===== src/rtl/prio_stack_pkg.sv =====
// Package: shared widths and types for the priority level tracker.
// Assumes levels are unsigned and that a larger value outranks a smaller one.
package prio_stack_pkg;
    localparam int LVL_W = 4;
    localparam int DEPTH = 1 << LVL_W;
    typedef logic [LVL_W-1:0] lvl_t;

    // Operation chosen for the LIFO in a cycle.
    typedef enum logic [1:0] {
        OP_HOLD = 2'd0,
        OP_PUSH = 2'd1,
        OP_POP  = 2'd2
    } stk_op_e;
endpackage


===== src/rtl/level_lifo.sv =====
// Module: level_lifo
// Hardware LIFO of saved priority levels. Each entry is its own register,
// built in a generate loop. A push while full and a pop while empty must
// not be requested; the caller guarantees this.
module level_lifo #(
    parameter int LVL_W = 4,
    parameter int DEPTH = 16
) (
    input  logic             clk,
    input  logic             rst_n,
    input  logic             push,
    input  logic             pop,
    input  logic [LVL_W-1:0] wr_lvl,
    output logic [LVL_W-1:0] top_lvl,
    output logic             empty,
    output logic             full
);
    localparam int CNT_W = $clog2(DEPTH + 1);
    localparam int IDX_W = (DEPTH > 1) ? $clog2(DEPTH) : 1;

    logic [CNT_W-1:0] cnt_q;
    logic [LVL_W-1:0] ent_q [DEPTH];
    logic [CNT_W-1:0] rd_cnt;

    assign empty  = (cnt_q == '0);
    assign full   = (cnt_q == CNT_W'(DEPTH));
    assign rd_cnt = cnt_q - CNT_W'(1);
    assign top_lvl = ent_q[rd_cnt[IDX_W-1:0]];

    // Occupancy counter: up on push, down on pop.
    always_ff @(posedge clk) begin
        if (!rst_n) begin
            cnt_q <= '0;
        end else if (push && !full) begin
            cnt_q <= cnt_q + CNT_W'(1);
        end else if (pop && !empty) begin
            cnt_q <= cnt_q - CNT_W'(1);
        end
    end

    // One register per slot, written when the push targets that slot.
    for (genvar i = 0; i < DEPTH; i++) begin : g_slot
        always_ff @(posedge clk) begin
            if (!rst_n) begin
                ent_q[i] <= '0;
            end else if (push && !full && (cnt_q == CNT_W'(i))) begin
                ent_q[i] <= wr_lvl;
            end
        end
    end

    assert_no_push_full_R9: assert property (@(posedge clk) disable iff (!rst_n)
        full |-> !push);
    assert_no_pop_empty_R5: assert property (@(posedge clk) disable iff (!rst_n)
        empty |-> !pop);
    assert_count_step_R4: assert property (@(posedge clk) disable iff (!rst_n)
        (pop && !push) |=> (cnt_q == $past(cnt_q) - CNT_W'(1)));
endmodule


===== src/rtl/irq_gate.sv =====
// Module: irq_gate
// Registered greater-than comparator that drives the active-low interrupt
// line. The line is held inactive for the cycle that follows an acknowledge.
module irq_gate #(
    parameter int LVL_W = 4
) (
    input  logic             clk,
    input  logic             rst_n,
    input  logic [LVL_W-1:0] req_lvl,
    input  logic [LVL_W-1:0] run_lvl,
    input  logic             ack,
    output logic             irq_n
);
    logic outranks;

    assign outranks = (req_lvl > run_lvl);

    // Register the request line; an acknowledge suppresses it for one cycle.
    always_ff @(posedge clk) begin
        if (!rst_n) begin
            irq_n <= 1'b1;
        end else begin
            irq_n <= ack ? 1'b1 : !outranks;
        end
    end

    assert_quiet_after_ack_R7: assert property (@(posedge clk) disable iff (!rst_n)
        ack |=> irq_n);
    assert_no_req_at_or_below_R2: assert property (@(posedge clk) disable iff (!rst_n)
        (req_lvl <= run_lvl) |=> irq_n);
endmodule


===== src/rtl/prio_level_stack.sv =====
// Module: prio_level_stack (top)
// Tracks the running interrupt priority level. The running level is saved on
// an acknowledge and restored on an exit. The processor request is driven
// through irq_gate. Precedence in a cycle: force, then acknowledge (only if
// the LIFO has room), then exit.
// Assumes ack, exit_req and force_en are single-cycle pulses from the core.
module prio_level_stack
    import prio_stack_pkg::*;
#(
    parameter int LW = LVL_W,
    parameter int SD = 1 << LW
) (
    input  logic          clk,
    input  logic          rst_n,
    input  logic [LW-1:0] win_prio,
    input  logic          ack,
    input  logic          exit_req,
    input  logic          force_en,
    input  logic [LW-1:0] force_lvl,
    output logic [LW-1:0] act_lvl,
    output logic          irq_n,
    output logic          underflow
);
    logic          lifo_empty;
    logic          lifo_full;
    logic [LW-1:0] lifo_top;
    logic          ack_ok;
    stk_op_e       op;
    logic [LW-1:0] lvl_d;
    logic          uf_set;
    logic          do_push;
    logic          do_pop;

    // An acknowledge only counts when a slot is free.
    assign ack_ok  = ack && !lifo_full;
    assign do_push = (op == OP_PUSH);
    assign do_pop  = (op == OP_POP);

    // Resolve this cycle's operation and next level by precedence.
    always_comb begin
        op     = OP_HOLD;
        lvl_d  = act_lvl;
        uf_set = 1'b0;
        if (force_en) begin
            lvl_d = force_lvl;
        end else if (ack_ok && exit_req) begin
            lvl_d = act_lvl;
        end else if (ack_ok) begin
            op    = OP_PUSH;
            lvl_d = win_prio;
        end else if (exit_req) begin
            if (lifo_empty) begin
                lvl_d  = '0;
                uf_set = 1'b1;
            end else begin
                op    = OP_POP;
                lvl_d = lifo_top;
            end
        end
    end

    // Running level register.
    always_ff @(posedge clk) begin
        if (!rst_n) begin
            act_lvl <= '0;
        end else begin
            act_lvl <= lvl_d;
        end
    end

    // Sticky underflow flag, cleared only by reset.
    always_ff @(posedge clk) begin
        if (!rst_n) begin
            underflow <= 1'b0;
        end else if (uf_set) begin
            underflow <= 1'b1;
        end
    end

    level_lifo #(.LVL_W(LW), .DEPTH(SD)) u_lifo (
        .clk    (clk),
        .rst_n  (rst_n),
        .push   (do_push),
        .pop    (do_pop),
        .wr_lvl (act_lvl),
        .top_lvl(lifo_top),
        .empty  (lifo_empty),
        .full   (lifo_full)
    );

    irq_gate #(.LVL_W(LW)) u_gate (
        .clk    (clk),
        .rst_n  (rst_n),
        .req_lvl(win_prio),
        .run_lvl(act_lvl),
        .ack    (ack),
        .irq_n  (irq_n)
    );

    assert_ack_loads_R3: assert property (@(posedge clk) disable iff (!rst_n)
        (ack && !exit_req && !force_en && !lifo_full) |=> (act_lvl == $past(win_prio)));
    assert_exit_empty_R5: assert property (@(posedge clk) disable iff (!rst_n)
        (exit_req && !ack && !force_en && lifo_empty) |=> (act_lvl == '0 && underflow));
    assert_underflow_sticky_R5: assert property (@(posedge clk) disable iff (!rst_n)
        underflow |=> underflow);
    assert_force_loads_R6: assert property (@(posedge clk) disable iff (!rst_n)
        force_en |=> (act_lvl == $past(force_lvl)));
    assert_collide_holds_R8: assert property (@(posedge clk) disable iff (!rst_n)
        (ack && exit_req && !force_en && !lifo_full) |=> $stable(act_lvl));
endmodule


===== config.mk =====
export PLATFORM = sky130hd
export DESIGN_NAME = prio_level_stack
export DESIGN_NICKNAME = d
export VERILOG_FILES = /design/src/rtl/prio_stack_pkg.sv /design/src/rtl/level_lifo.sv /design/src/rtl/irq_gate.sv /design/src/rtl/prio_level_stack.sv
export SDC_FILE = /design/constraint.sdc
export NUM_CORES = 1
export LEC_CHECK = 0
export BUFFER_PORTS_ARGS = -buffer_cell sky130_fd_sc_hd__buf_2
export CORE_UTILIZATION = 55
export CTS_CLUSTER_SIZE = 20
export DETAILED_ROUTE_END_ITERATION = 6
export PLACE_DENSITY = 0.74
export SYNTH_ARGS = -nofsm -noshare
export SYNTH_HDL_FRONTEND = slang
export SYNTH_SLANG_ARGS = --single-unit

===== constraint.sdc =====
create_clock -name clk -period 7.8 [get_ports clk]
set_clock_uncertainty 0.15 [all_clocks]
set_input_delay 0.78 -clock clk [delete_from_list [all_inputs] [get_ports clk]]
set_output_delay 0.78 -clock clk [all_outputs]
set_load 0.02 [all_outputs]

Word level (Yosys, flattened, before mapping)

Memories as Yosys holds them, arrays and structs flattened.
Cells that the tools add are included.

Input bits: 13
Memories: 1
Flip-flop bits (word level): 11
RAM bits: 64
Output and inout bits: 6

Memories:

| name         | words | width | rd ports | clocked after memory_dff | write ports | line             | RTL |
|---|---|---|---|---|---|---|---|
| u_lifo.ent_q | 16    | 4     | 1        | 0                        | 16          | level_lifo.sv:22 | `logic [LVL_W-1:0] ent_q [DEPTH];` |

Reductions and logical operators: 28
Magnitude comparators: 1
Equal/unequal tests: 19
Bitwise operators: 17
Add/subtract/negate cells: 2
Muxes and demuxes: 82

Operators with widths:

| cell                  | count |
|---|---|
| $mux W4               | 21 |
| $mux W1               | 54 |
| $eq A5 B4 Y1 const B  | 8 |
| $eq A5 B3 Y1 const B  | 4 |
| $logic_and A1 B1 Y1   | 20 |
| $or A1 B1 Y1          | 16 |
| $eq A5 B2 Y1 const B  | 2 |
| $mux W2               | 5 |
| $mux W5               | 2 |
| $add A5 B1 Y5 const B | 1 |
| $eq A5 B1 Y1 const B  | 1 |
| $eq A5 B5 Y1 const B  | 1 |
| $logic_not A5 Y1      | 1 |
| $sub A5 B1 Y5 const B | 1 |
| $gt A4 B4 Y1          | 1 |
| $logic_not A1 Y1      | 3 |
| $reduce_bool A3 Y1    | 1 |
| $eq A2 B1 Y1 const B  | 1 |
| $eq A2 B2 Y1 const B  | 1 |
| $ne A2 B2 Y1 const B  | 1 |
| $reduce_and A2 Y1     | 1 |
| $reduce_bool A2 Y1    | 1 |
| $reduce_or A2 Y1      | 1 |
| $not A1 Y1            | 1 |

Logic depth before layout (Yosys ltp)

Gate-level depths: netlist of run 1.

Depth in word-level cells: 13
Mapped depth: 10

Modules after synthesis

A second synthesis of run 1 with hierarchy kept.

Cell total of the unflattened synthesis: 363
Area, all modules: 4021.4 um^2

By module, submodules not included:

| module           | instances | seq. area each (um^2) | area each (um^2) | cells each |
|---|---|---|---|---|
| level_lifo       | 1         | 2021.9                | 3520.9           | 305 |
| prio_level_stack | 1         | 100.1                 | 375.4            | 43 |
| irq_gate         | 1         | 20.0                  | 125.1            | 15 |

Least setup slack after synthesis of run 1

Ideal clock, no wire load.

Path kind: flip-flop to flip-flop
Start: register u_lifo.cnt_q[0]
End: register act_lvl[2]
Clock period less this slack: 3.191 ns
Path slack: 4.609 ns
Stages on the path, launching flop included: 9
Path buffers: 1
Data required time: 7.517 ns
Arrival time: 2.909 ns
Path through: dfxtp_1 > buf_2 > clkinv_1 > ha_1 > xor2_1 > mux4_1 > mux2_2 > a21oi_1 > o32ai_1

Longest elaborated chain between the ends: 7

Ends and longest elaborated chain:

| what                     | line                   | RTL |
|---|---|---|
| start: declaration       | level_lifo.sv:21       | `logic [CNT_W-1:0] cnt_q;` |
| start signal: assignment | level_lifo.sv:35       | `cnt_q <= cnt_q + CNT_W'(1);` |
| start signal: assignment | level_lifo.sv:37       | `cnt_q <= cnt_q - CNT_W'(1);` |
| $sub A5 B1 Y5            | level_lifo.sv:27       | `assign rd_cnt = cnt_q - CNT_W'(1);` |
| $mem_v2 Z16 W4           | -                      |  |
| $mux W4                  | prio_level_stack.sv:52 | `if (lifo_empty) begin` |
| $mux W4                  | prio_level_stack.sv:51 | `end else if (exit_req) begin` |
| $mux W4                  | prio_level_stack.sv:48 | `end else if (ack_ok) begin` |
| $mux W4                  | prio_level_stack.sv:46 | `end else if (ack_ok && exit_req) begin` |
| $mux W4                  | prio_level_stack.sv:44 | `if (force_en) begin` |
| end signal: assignment   | prio_level_stack.sv:67 | `act_lvl <= lvl_d;` |
| end: declaration         | prio_level_stack.sv:20 | `output logic [LW-1:0] act_lvl,` |

Parallel ways exist; a longest one is shown, timed or not. The select of a mux whose other input is x is not followed.
A chain may end at the register's enable or synchronous reset.

Final worst setup path of run 1

Same ends and word-level chain as after synthesis.

==> flow_summary.json, run 1 <==
{
  "die_h_um": 86.6,
  "cp_max_fo": 14,
  "p_per_area_nw_per_um2": 296,
  "post-place-ws_ns": 3.99,
  "path_buf_inv": 1,
  "antennaDiodeCount": 0,
  "finalSetupViolCount": 0,
  "hold_viol_final": 0,
  "dieArea_um2": 7510,
  "fin_setup_tns_ns": 0,
  "synth_area_um2": 3940,
  "hpwl_mm": 6.01,
  "ant_nets": 0,
  "hold_slack_ns": 0.319,
  "post-route-min-period_ns": 3.80,
  "antenna_found_initial": 0,
  "end_kind": "register",
  "numCtsBuffers": 9,
  "place_congestion": 0.866,
  "drv_slew": 0,
  "worst_ir_drop_vdd_mv": 0.204,
  "crit_type": "reg2reg",
  "hp-start": "underflow$_SDFFE_PN0P_",
  "crit_arrival_ns": 3.88,
  "yosysSeqAreaShare": 0.544,
  "pin_count": 19,
  "viasPerCell": 6.20,
  "min_path_cells": 1,
  "start_kind": "register",
  "dr.pass1.iters": 5,
  "numClockSinks": 75,
  "synth-compound-area-share": 0.0638,
  "path_cells": "clkinv_1, ha_1, xor2_1, mux4_1, mux2_2, a21oi_1, o32ai_1",
  "clk_pin_slew_ns": 0.08,
  "worst_slew_pin_slew_ns": 1.02,
  "num_vias": 2684,
  "coreArea_um2": 6870,
  "cts_tree": "yes",
  "required_ns": 7.88,
  "rsz0062_at_grt": "false",
  "synth_top_family_by_area": "simple AND/OR/NAND/NOR gates",
  "io_buffers": 18,
  "outcome": "completed",
  "setup_slack_ns": 4.00,
  "fp-row-count": 30,
  "synth-simple-area-share": 0.176,
  "grt_usage": 0.259,
  "overflow": 0,
  "final_common_cell": "edfxtp_1",
  "grt_pass1_wl_mm": 13.8,
  "cap_violations": 0,
  "start_util": 0.574,
  "worstReg2RegStart": "u_lifo.cnt_q[0]$_SDFFE_PN0P_",
  "cts_resized": 0,
  "hold_class": "reg2reg",
  "fin_crit_sh": 0.488,
  "ys_warn_count": 0,
  "die_x_um": 86.6,
  "drive_gt1_frac": 0.151,
  "cts_buffer_depth": 2,
  "synth-xor-area-share": 0.0178,
  "grt_pass1_vias": 2684,
  "cp_slowest_cell": "dfxtp_1",
  "ctsHoldBuffers": 0,
  "root_buffer": "clkbuf_8",
  "netlist_instances": 329,
  "drtIter0Drc": 259,
  "maxSlewHeadroom": 0.319,
  "p_leak_nw": 1.53,
  "synth_cell_type_count": 41,
  "clkLatencyLatePin_ns": 0.36,
  "syn_area_per_cell_um2": 12.0,
  "synth_nets": 352,
  "timing.fmax_mhz": 263,
  "cp_top_family": "multiplexers",
  "cpPeakStageDelay_ns": 0.78,
  "area_delta_synth_final_pct": 8.10,
  "synth-adder-area-share": 0.0318,
  "post_cts_buffers": 0,
  "layout_common_cells": "edfxtp_1 (64), nor3_1 (50), o21ai_0 (18), buf_2 (18)",
  "final_nets": 355,
  "ys_ff_latch": 75,
  "min_to": "underflow$_SDFFE_PN0P_",
  "drc_errors": 0,
  "wl_mm": 8.76,
  "synthMuxAreaShare": 0.130,
  "wire_per_inst_um": 20.2,
  "r2r_cells": 7,
  "rr_endpoint": "act_lvl[2]$_SDFFE_PN0P_",
  "grt_max_degree": 39,
  "h-tree-depth": 3,
  "reg2reg_setup_slack_ns": 4.00
}
==> layer usage <==
| layer | vias up | GRT usage | wire length (um) |
|---|---|---|---|
| met5 | - | 0 | 0 |
| met4 | 0 | 0.135 | 238 |
| met3 | 25 | 0.0571 | 569 |
| met2 | 90 | 0.420 | 4230 |
| met1 | 1312 | 0.329 | 3720 |
| li1 | 1257 | - | - |
==> cell usage after synthesis (all sizes together) <==
| library cell | n | share of area |
|---|---|---|
| edfxtp | 64 | 0.49 |
| nor3 | 50 | 0.064 |
| clkbuf | 23 | 0.022 |
| o21ai | 18 | 0.023 |
| and3 | 17 | 0.027 |
| mux2i | 17 | 0.043 |
| and2 | 16 | 0.025 |
| mux4 | 13 | 0.075 |
| nand2 | 12 | 0.011 |
| dfxtp | 11 | 0.056 |
| inv | 11 | 0.010 |
| ha | 10 | 0.032 |
| nand2b | 6 | 0.0095 |
| xnor2 | 6 | 0.013 |
| nand3 | 5 | 0.0064 |
| nor2 | 5 | 0.0048 |
| o211ai | 5 | 0.0095 |
| a21boi | 4 | 0.0076 |
| a221oi | 4 | 0.0089 |
| mux2 | 4 | 0.011 |
| a21oi | 3 | 0.0038 |
| a31oi | 3 | 0.0048 |
| buf | 3 | 0.0035 |
| nand3b | 2 | 0.0038 |
| nand4bb | 2 | 0.0057 |
| nor2b | 2 | 0.0032 |
| xor2 | 2 | 0.0044 |
| a32oi | 1 | 0.0022 |
| clkinv | 1 | 0.00095 |
| nand4 | 1 | 0.0016 |
| nor3b | 1 | 0.0032 |
| nor4 | 1 | 0.0016 |
| o21a | 1 | 0.0019 |
| o32ai | 1 | 0.0022 |
| or2 | 1 | 0.0016 |
| or3b | 1 | 0.0029 |
| or4 | 1 | 0.0019 |
| or4b | 1 | 0.0025 |
==> registers in the layout, summed over array words and instances (netlist names) <==
name and flops:
underflow 1, u_lifo.ent_q 64, act_lvl 4, u_lifo.cnt_q 5, u_gate.irq_n 1
==> area by class of cell <==
class,instances,area (um2)
clock inverter,5,78.8
inverter,12,45.0
sequential,75,2140
clock buffer,11,131
fill,538,2610
timing repair buffer,18,90.1
tap,96,120
multi-input combinational,216,1650
==> where the power goes <==
group / internal (W) / switching [W] / total (W)
clock network: 0.000180 / 0.000147 / 0.000327
registers: 0.000462 / 0.0000528 / 0.000515
logic: 0.000189 / 0.000228 / 0.000417
==> stage by stage <==
stage / std cells / power [W] / utilization / instance area (um2)
global placement: 417 / 0.000923 / 0.589 / 4050
finish: 433 / 0.00126 / 0.620 / 4260
floorplan: 329 / 0.000837 / - / 3940
detailed placement: 417 / 0.000935 / 0.589 / 4050
CTS: 433 / 0.00126 / 0.620 / 4260
global route: 433 / 0.00131 / 0.620 / 4260
==> worst max path at each step <==
stage / startpoint / to / cells after the start
finish: u_lifo.cnt_q[0]$_SDFFE_PN0P_ / act_lvl[2]$_SDFFE_PN0P_ / 7
global route: u_lifo.cnt_q[0]$_SDFFE_PN0P_ / act_lvl[3]$_SDFFE_PN0P_ / 7
CTS: u_lifo.cnt_q[0]$_SDFFE_PN0P_ / act_lvl[2]$_SDFFE_PN0P_ / 7
detailed placement: u_lifo.cnt_q[0]$_SDFFE_PN0P_ / act_lvl[2]$_SDFFE_PN0P_ / 7
global placement: u_lifo.cnt_q[0]$_SDFFE_PN0P_ / act_lvl[2]$_SDFFE_PN0P_ / 7
floorplan: u_lifo.cnt_q[0]$_SDFFE_PN0P_ / act_lvl[2]$_SDFFE_PN0P_ / 8
==> logic make-up (layout without fill, tap and decap cells) <==
group	after synthesis	count (layout)
AO/OA/AOI/OAI	40	40
multiplexers	34	34
adder cells (fa/ha/maj)	10	10
AND/OR/NAND/NOR	124	124
buffers and inverters	38	46
flip-flops	75	75
XOR/XNOR	8	8
==> worst reg2reg max path: stages (launching register included) <==
cell and delay [ns]:
dfxtp_1 0.78, clkinv_1 0.47, ha_1 0.38, xor2_1 0.69, mux4_1 0.64, mux2_2 0.28
a21oi_1 0.19, o32ai_1 0.10
(Power assumes the default switching activity.)
==> run 2, diff against run 1 <==
- clock period: 7.8 -> 3.8 ns (I/O delays scaled with it)
==> flow_summary.json, run 2 (same netlist as run 1, synthesis figures left out) <==
{
  "grt_usage": 0.261,
  "wl_mm": 8.79,
  "crit_arrival_ns": 3.01,
  "hpwl_mm": 6.04,
  "start_util": 0.574,
  "fp-row-count": 30,
  "h-tree-depth": 3,
  "path_cells": "clkinv_1, ha_1, buf_4, mux4_2, mux2_2, o211ai_1, a221oi_1",
  "cp_max_fo": 15,
  "antennaDiodeCount": 0,
  "clk_pin_slew_ns": 0.07,
  "overflow": 0,
  "dr.pass1.iters": 5,
  "grt.busiest_layer": "met2",
  "root_buffer": "clkbuf_8",
  "dieArea_um2": 7510,
  "cts_tree": "yes",
  "maxSlewHeadroom": 0.496,
  "cp_slowest_cell": "ha_1",
  "drv_slew": 0,
  "worst_ir_drop_vdd_mv": 0.388,
  "fin_crit_sh": 0.774,
  "final_common_cell": "edfxtp_1",
  "largest_register_ffs": 64,
  "post-place-ws_ns": 0.798,
  "final_area_um2": 4260,
  "coreArea_um2": 6870,
  "grt_pass1_wl_mm": 14.1,
  "cts_resized": 0,
  "drive_gt1_frac": 0.156,
  "p_leak_nw": 1.54,
  "hold_viol_final": 0,
  "numCtsBuffers": 9,
  "drtIter0Drc": 249,
  "grtUsageMet2": 0.398,
  "num_vias": 2714,
  "final_nets": 358,
  "area_delta_synth_final_pct": 8.00,
  "drc_errors": 0,
  "wire_per_inst_um": 20.2,
  "dpl_cell_area_um2": 4070,
  "reg_top3": "u_lifo.ent_q (64), u_lifo.cnt_q (5), act_lvl (4)",
  "viasPerCell": 6.22,
  "layout_common_cells": "edfxtp_1 (64), nor3_1 (50), o21ai_0 (18), buf_2 (18)",
  "cts_buffer_depth": 2,
  "pin_count": 19,
  "timing.fmax_mhz": 340,
  "hold_class": "in2reg",
  "rsz0062_at_grt": "false",
  "post-route-min-period_ns": 2.94,
  "cap_violations": 0,
  "ctsHoldBuffers": 0,
  "met3_usage": 0.0467,
  "grt_pass1_vias": 2631,
  "ant_nets": 0,
  "post_cts_buffers": 0,
  "start_kind": "register",
  "antenna_found_initial": 0,
  "die_h_um": 86.6,
  "fin_setup_tns_ns": 0,
  "finalSetupViolCount": 0,
  "required_ns": 3.86,
  "p_per_area_nw_per_um2": 595,
  "io_buffers": 18,
  "outcome": "completed",
  "grt_max_degree": 39,
  "cpPeakStageDelay_ns": 0.88,
  "grt_util_met1": 0.372,
  "setup_slack_ns": 0.857,
  "place_congestion": 0.834,
  "post-route-util": 0.619,
  "hold_slack_ns": 0.160,
  "numClockSinks": 75,
  "die_x_um": 86.6,
  "crit_type": "reg2reg",
  "worst_slew_pin_slew_ns": 0.756,
  "clkLatencyLatePin_ns": 0.34,
  "end_kind": "register",
  "regMostFlops": "u_lifo.ent_q"
}
-- run 2: changes by cell type in the layout (fill, tap and decap cells not counted) --
| cell | change |
|---|---|
| buf_4 | +3 |
| clkinv_1 | +2 |
| bufinv_16 | -1 |
| clkbuf_1 | -1 |
-- run 2: per-stage QoR --
step	cells	power [W]
3_3_place_gp	420	0.00194
3_5_place_dp	420	0.00195
4_1_cts	436	0.00253
6_report	436	0.00253
5_1_grt	436	0.00265
2_1_floorplan	329	0.00172
-- run 2: critical path, delay by kind of cell (launching register included) --
kind | cells | cell delay [ns]
mux | 2 | 0.60
fa+ha+maj | 1 | 0.88
buf+inv | 2 | 0.55
compound gates | 2 | 0.27
flops | 1 | 0.35
-- run 2: worst paths after layout --
path,start,slack [ns],to,depth (start not counted)
max reg2reg,u_lifo.cnt_q[0]$_SDFFE_PN0P_,0.86,act_lvl[0]$_SDFFE_PN0P_,7
min,force_lvl[3],0.16,act_lvl[3]$_SDFFE_PN0P_,3
min reg2reg,underflow$_SDFFE_PN0P_,0.32,underflow$_SDFFE_PN0P_,1
max,u_lifo.cnt_q[0]$_SDFFE_PN0P_,0.86,act_lvl[0]$_SDFFE_PN0P_,7
-- run 2: report_power, final --
| part | switching [W] | internal, W |
|---|---|---|
| registers | 0.0000859 | 0.000949 |
| logic | 0.000509 | 0.000404 |
| clock network | 0.000288 | 0.000298 |
| total | 0.000882 | 0.00165 |
-- run 2: final cells by class --
class | instances | area, um2
Sequential cell | 75 | 2140
Tap cell | 96 | 120
Inverter | 12 | 45.0
Clock buffer | 10 | 128
Clock inverter | 6 | 56.3
Multi-Input combinational cell | 216 | 1650
Fill cell | 572 | 2610
Timing Repair Buffer | 21 | 113
-- run 2: layer usage --
metal,part of all wire,vias to the layer above
li1,-,1256
met1,0.45,1341
met2,0.47,103
met3,0.064,14
met4,0.017,0
met5,0,-
==> run 3, diff against run 2 <==
- PLACE_DENSITY: 0.74 -> 0.76
- clock period: 3.8 -> 2.65 ns (I/O delays scaled with it)
==> flow_summary.json, run 3 (same netlist as run 1, synthesis figures left out) <==
{
  "place_congestion": 0.875,
  "regMostFlops": "u_lifo.ent_q",
  "reg2reg_setup_slack_ns": 0.19,
  "h-tree-depth": 3,
  "drive_gt1_frac": 0.223,
  "die_h_um": 86.6,
  "outcome": "completed",
  "coreArea_um2": 6870,
  "rsz0062_at_grt": "false",
  "p_leak_nw": 1.66,
  "finalSetupViolCount": 0,
  "io_buffers": 18,
  "overflow": 0,
  "place_inst": 443,
  "stdcell_count": 459,
  "p_per_area_nw_per_um2": 856,
  "ant_nets": 0,
  "dr.pass1.iters": 5,
  "hold_slack_ns": 0.0242,
  "hpwl_mm": 6.21,
  "hold_viol_final": 0,
  "required_ns": 2.80,
  "largest_register_ffs": 64,
  "crit_type": "reg2reg",
  "multiInputGateArea_um2": 1670,
  "fin_setup_tns_ns": 0,
  "post_cts_buffers": 0,
  "timing.fmax_mhz": 406,
  "cts_resized": 0,
  "viasPerCell": 6.12,
  "numClockSinks": 75,
  "ff_latch_area_um2": 2140,
  "cap_violations": 0,
  "num_vias": 2809,
  "dieArea_um2": 7510,
  "cts_tree": "yes",
  "maxSlewHeadroom": 0.591,
  "drc_errors": 0,
  "fin_crit_sh": 0.930,
  "crit_arrival_ns": 2.61,
  "internal-power_w": 0.00254,
  "pin_count": 19,
  "hold_class": "in2reg",
  "die_x_um": 86.6,
  "grt_pass1_vias": 2723,
  "reg_top3": "u_lifo.ent_q (64), u_lifo.cnt_q (5), act_lvl (4)",
  "area_delta_synth_final_pct": 13.9,
  "dpl_cell_area_um2": 4270,
  "clk_pin_slew_ns": 0.08,
  "seqPwrFrac": 0.374,
  "cts_buffer_depth": 2,
  "fp-row-count": 30,
  "grt_max_degree": 25,
  "total_power_w": 0.00384,
  "grt_pass1_wl_mm": 14.0,
  "start_util": 0.574,
  "worst_slew_pin_slew_ns": 0.608,
  "clock_power_share": 0.246,
  "drtIter0Drc": 231,
  "final_area_um2": 4490,
  "grt_usage": 0.259,
  "wire_per_inst_um": 19.1,
  "nFillCells": 513,
  "wl_mm": 8.76,
  "p_comb_frac": 0.379,
  "worst_ir_drop_vdd_mv": 0.514,
  "final_nets": 381,
  "post-route-min-period_ns": 2.46,
  "p_switching_w": 0.00130,
  "clkLatencyLatePin_ns": 0.35,
  "cp_max_fo": 7,
  "root_buffer": "clkbuf_8",
  "final_common_cell": "edfxtp_1",
  "numCtsBuffers": 9,
  "antennaDiodeCount": 0,
  "layout_common_cells": "edfxtp_1 (64), nor3_1 (50), buf_4 (26)",
  "antenna_found_initial": 0,
  "start_kind": "register",
  "drv_slew": 0,
  "ctsHoldBuffers": 0,
  "end_kind": "register",
  "swShare": 0.338
}
[run 3: changes by cell type in the layout (fill, tap and decap cells not counted), sizes merged]
cell	change
clkinvlp	+2
clkbuf	-1
bufinv	+1
inv	+1
buf	+23
clkinv	-3
[run 3: cell type report]
| cell class | count | share of cell area |
|---|---|---|
| Clock inverter | 7 | 0.0204 |
| Inverter | 12 | 0.0112 |
| Multi-Input combinational cell | 216 | 0.373 |
| Clock buffer | 9 | 0.0276 |
| Tap cell | 96 | 0.0268 |
| Sequential cell | 75 | 0.478 |
| Timing Repair Buffer | 44 | 0.0636 |
[run 3: final timing paths]
check / depth (start not counted) / to / start
max: 7 / u_lifo.cnt_q[3]$_SDFFE_PN0P_ / u_lifo.cnt_q[0]$_SDFFE_PN0P_
min: 3 / act_lvl[0]$_SDFFE_PN0P_ / force_lvl[0]
max reg2reg: 7 / u_lifo.cnt_q[3]$_SDFFE_PN0P_ / u_lifo.cnt_q[0]$_SDFFE_PN0P_
min reg2reg: 1 / underflow$_SDFFE_PN0P_ / underflow$_SDFFE_PN0P_
[run 3: power by group through the flow]
| stage | logic, W | registers (W) | clock network [W] |
|---|---|---|---|
| floorplan | 0.00104 | 0.00147 | 0 |
| global placement | 0.00142 | 0.00146 | 0 |
| detailed placement | 0.00145 | 0.00146 | 0 |
| CTS | 0.00145 | 0.00143 | 0.000959 |
| global route | 0.00156 | 0.00145 | 0.00100 |
| finish | 0.00146 | 0.00144 | 0.000946 |
[run 3: per-layer routing]
layer | global-route usage | vias to the layer above | part of all wire
met1 | 0.342 | 1395 | 0.41
met5 | 0 | - | 0
met3 | 0.0629 | 13 | 0.075
met4 | 0.0742 | 0 | 0.016
met2 | 0.428 | 104 | 0.50
li1 | - | 1297 | -
[run 3: metrics by stage]
stage | utilization | setup WS (ns)
5_1_grt | 0.653 | 0.0772
3_5_place_dp | 0.622 | 0.203
2_1_floorplan | - | 0.00184
4_1_cts | 0.653 | 0.181
6_report | 0.653 | 0.187
3_3_place_gp | 0.622 | 0.235
[run 3: critical path, cell delays in order (launching register included)]
cell      delay (ns)
dfxtp_2         0.34
clkinv_4        0.08
ha_2            0.21
or3b_4          0.41
and3_1          0.18
or4_1           0.48
or4b_1          0.48
nand2_1         0.07
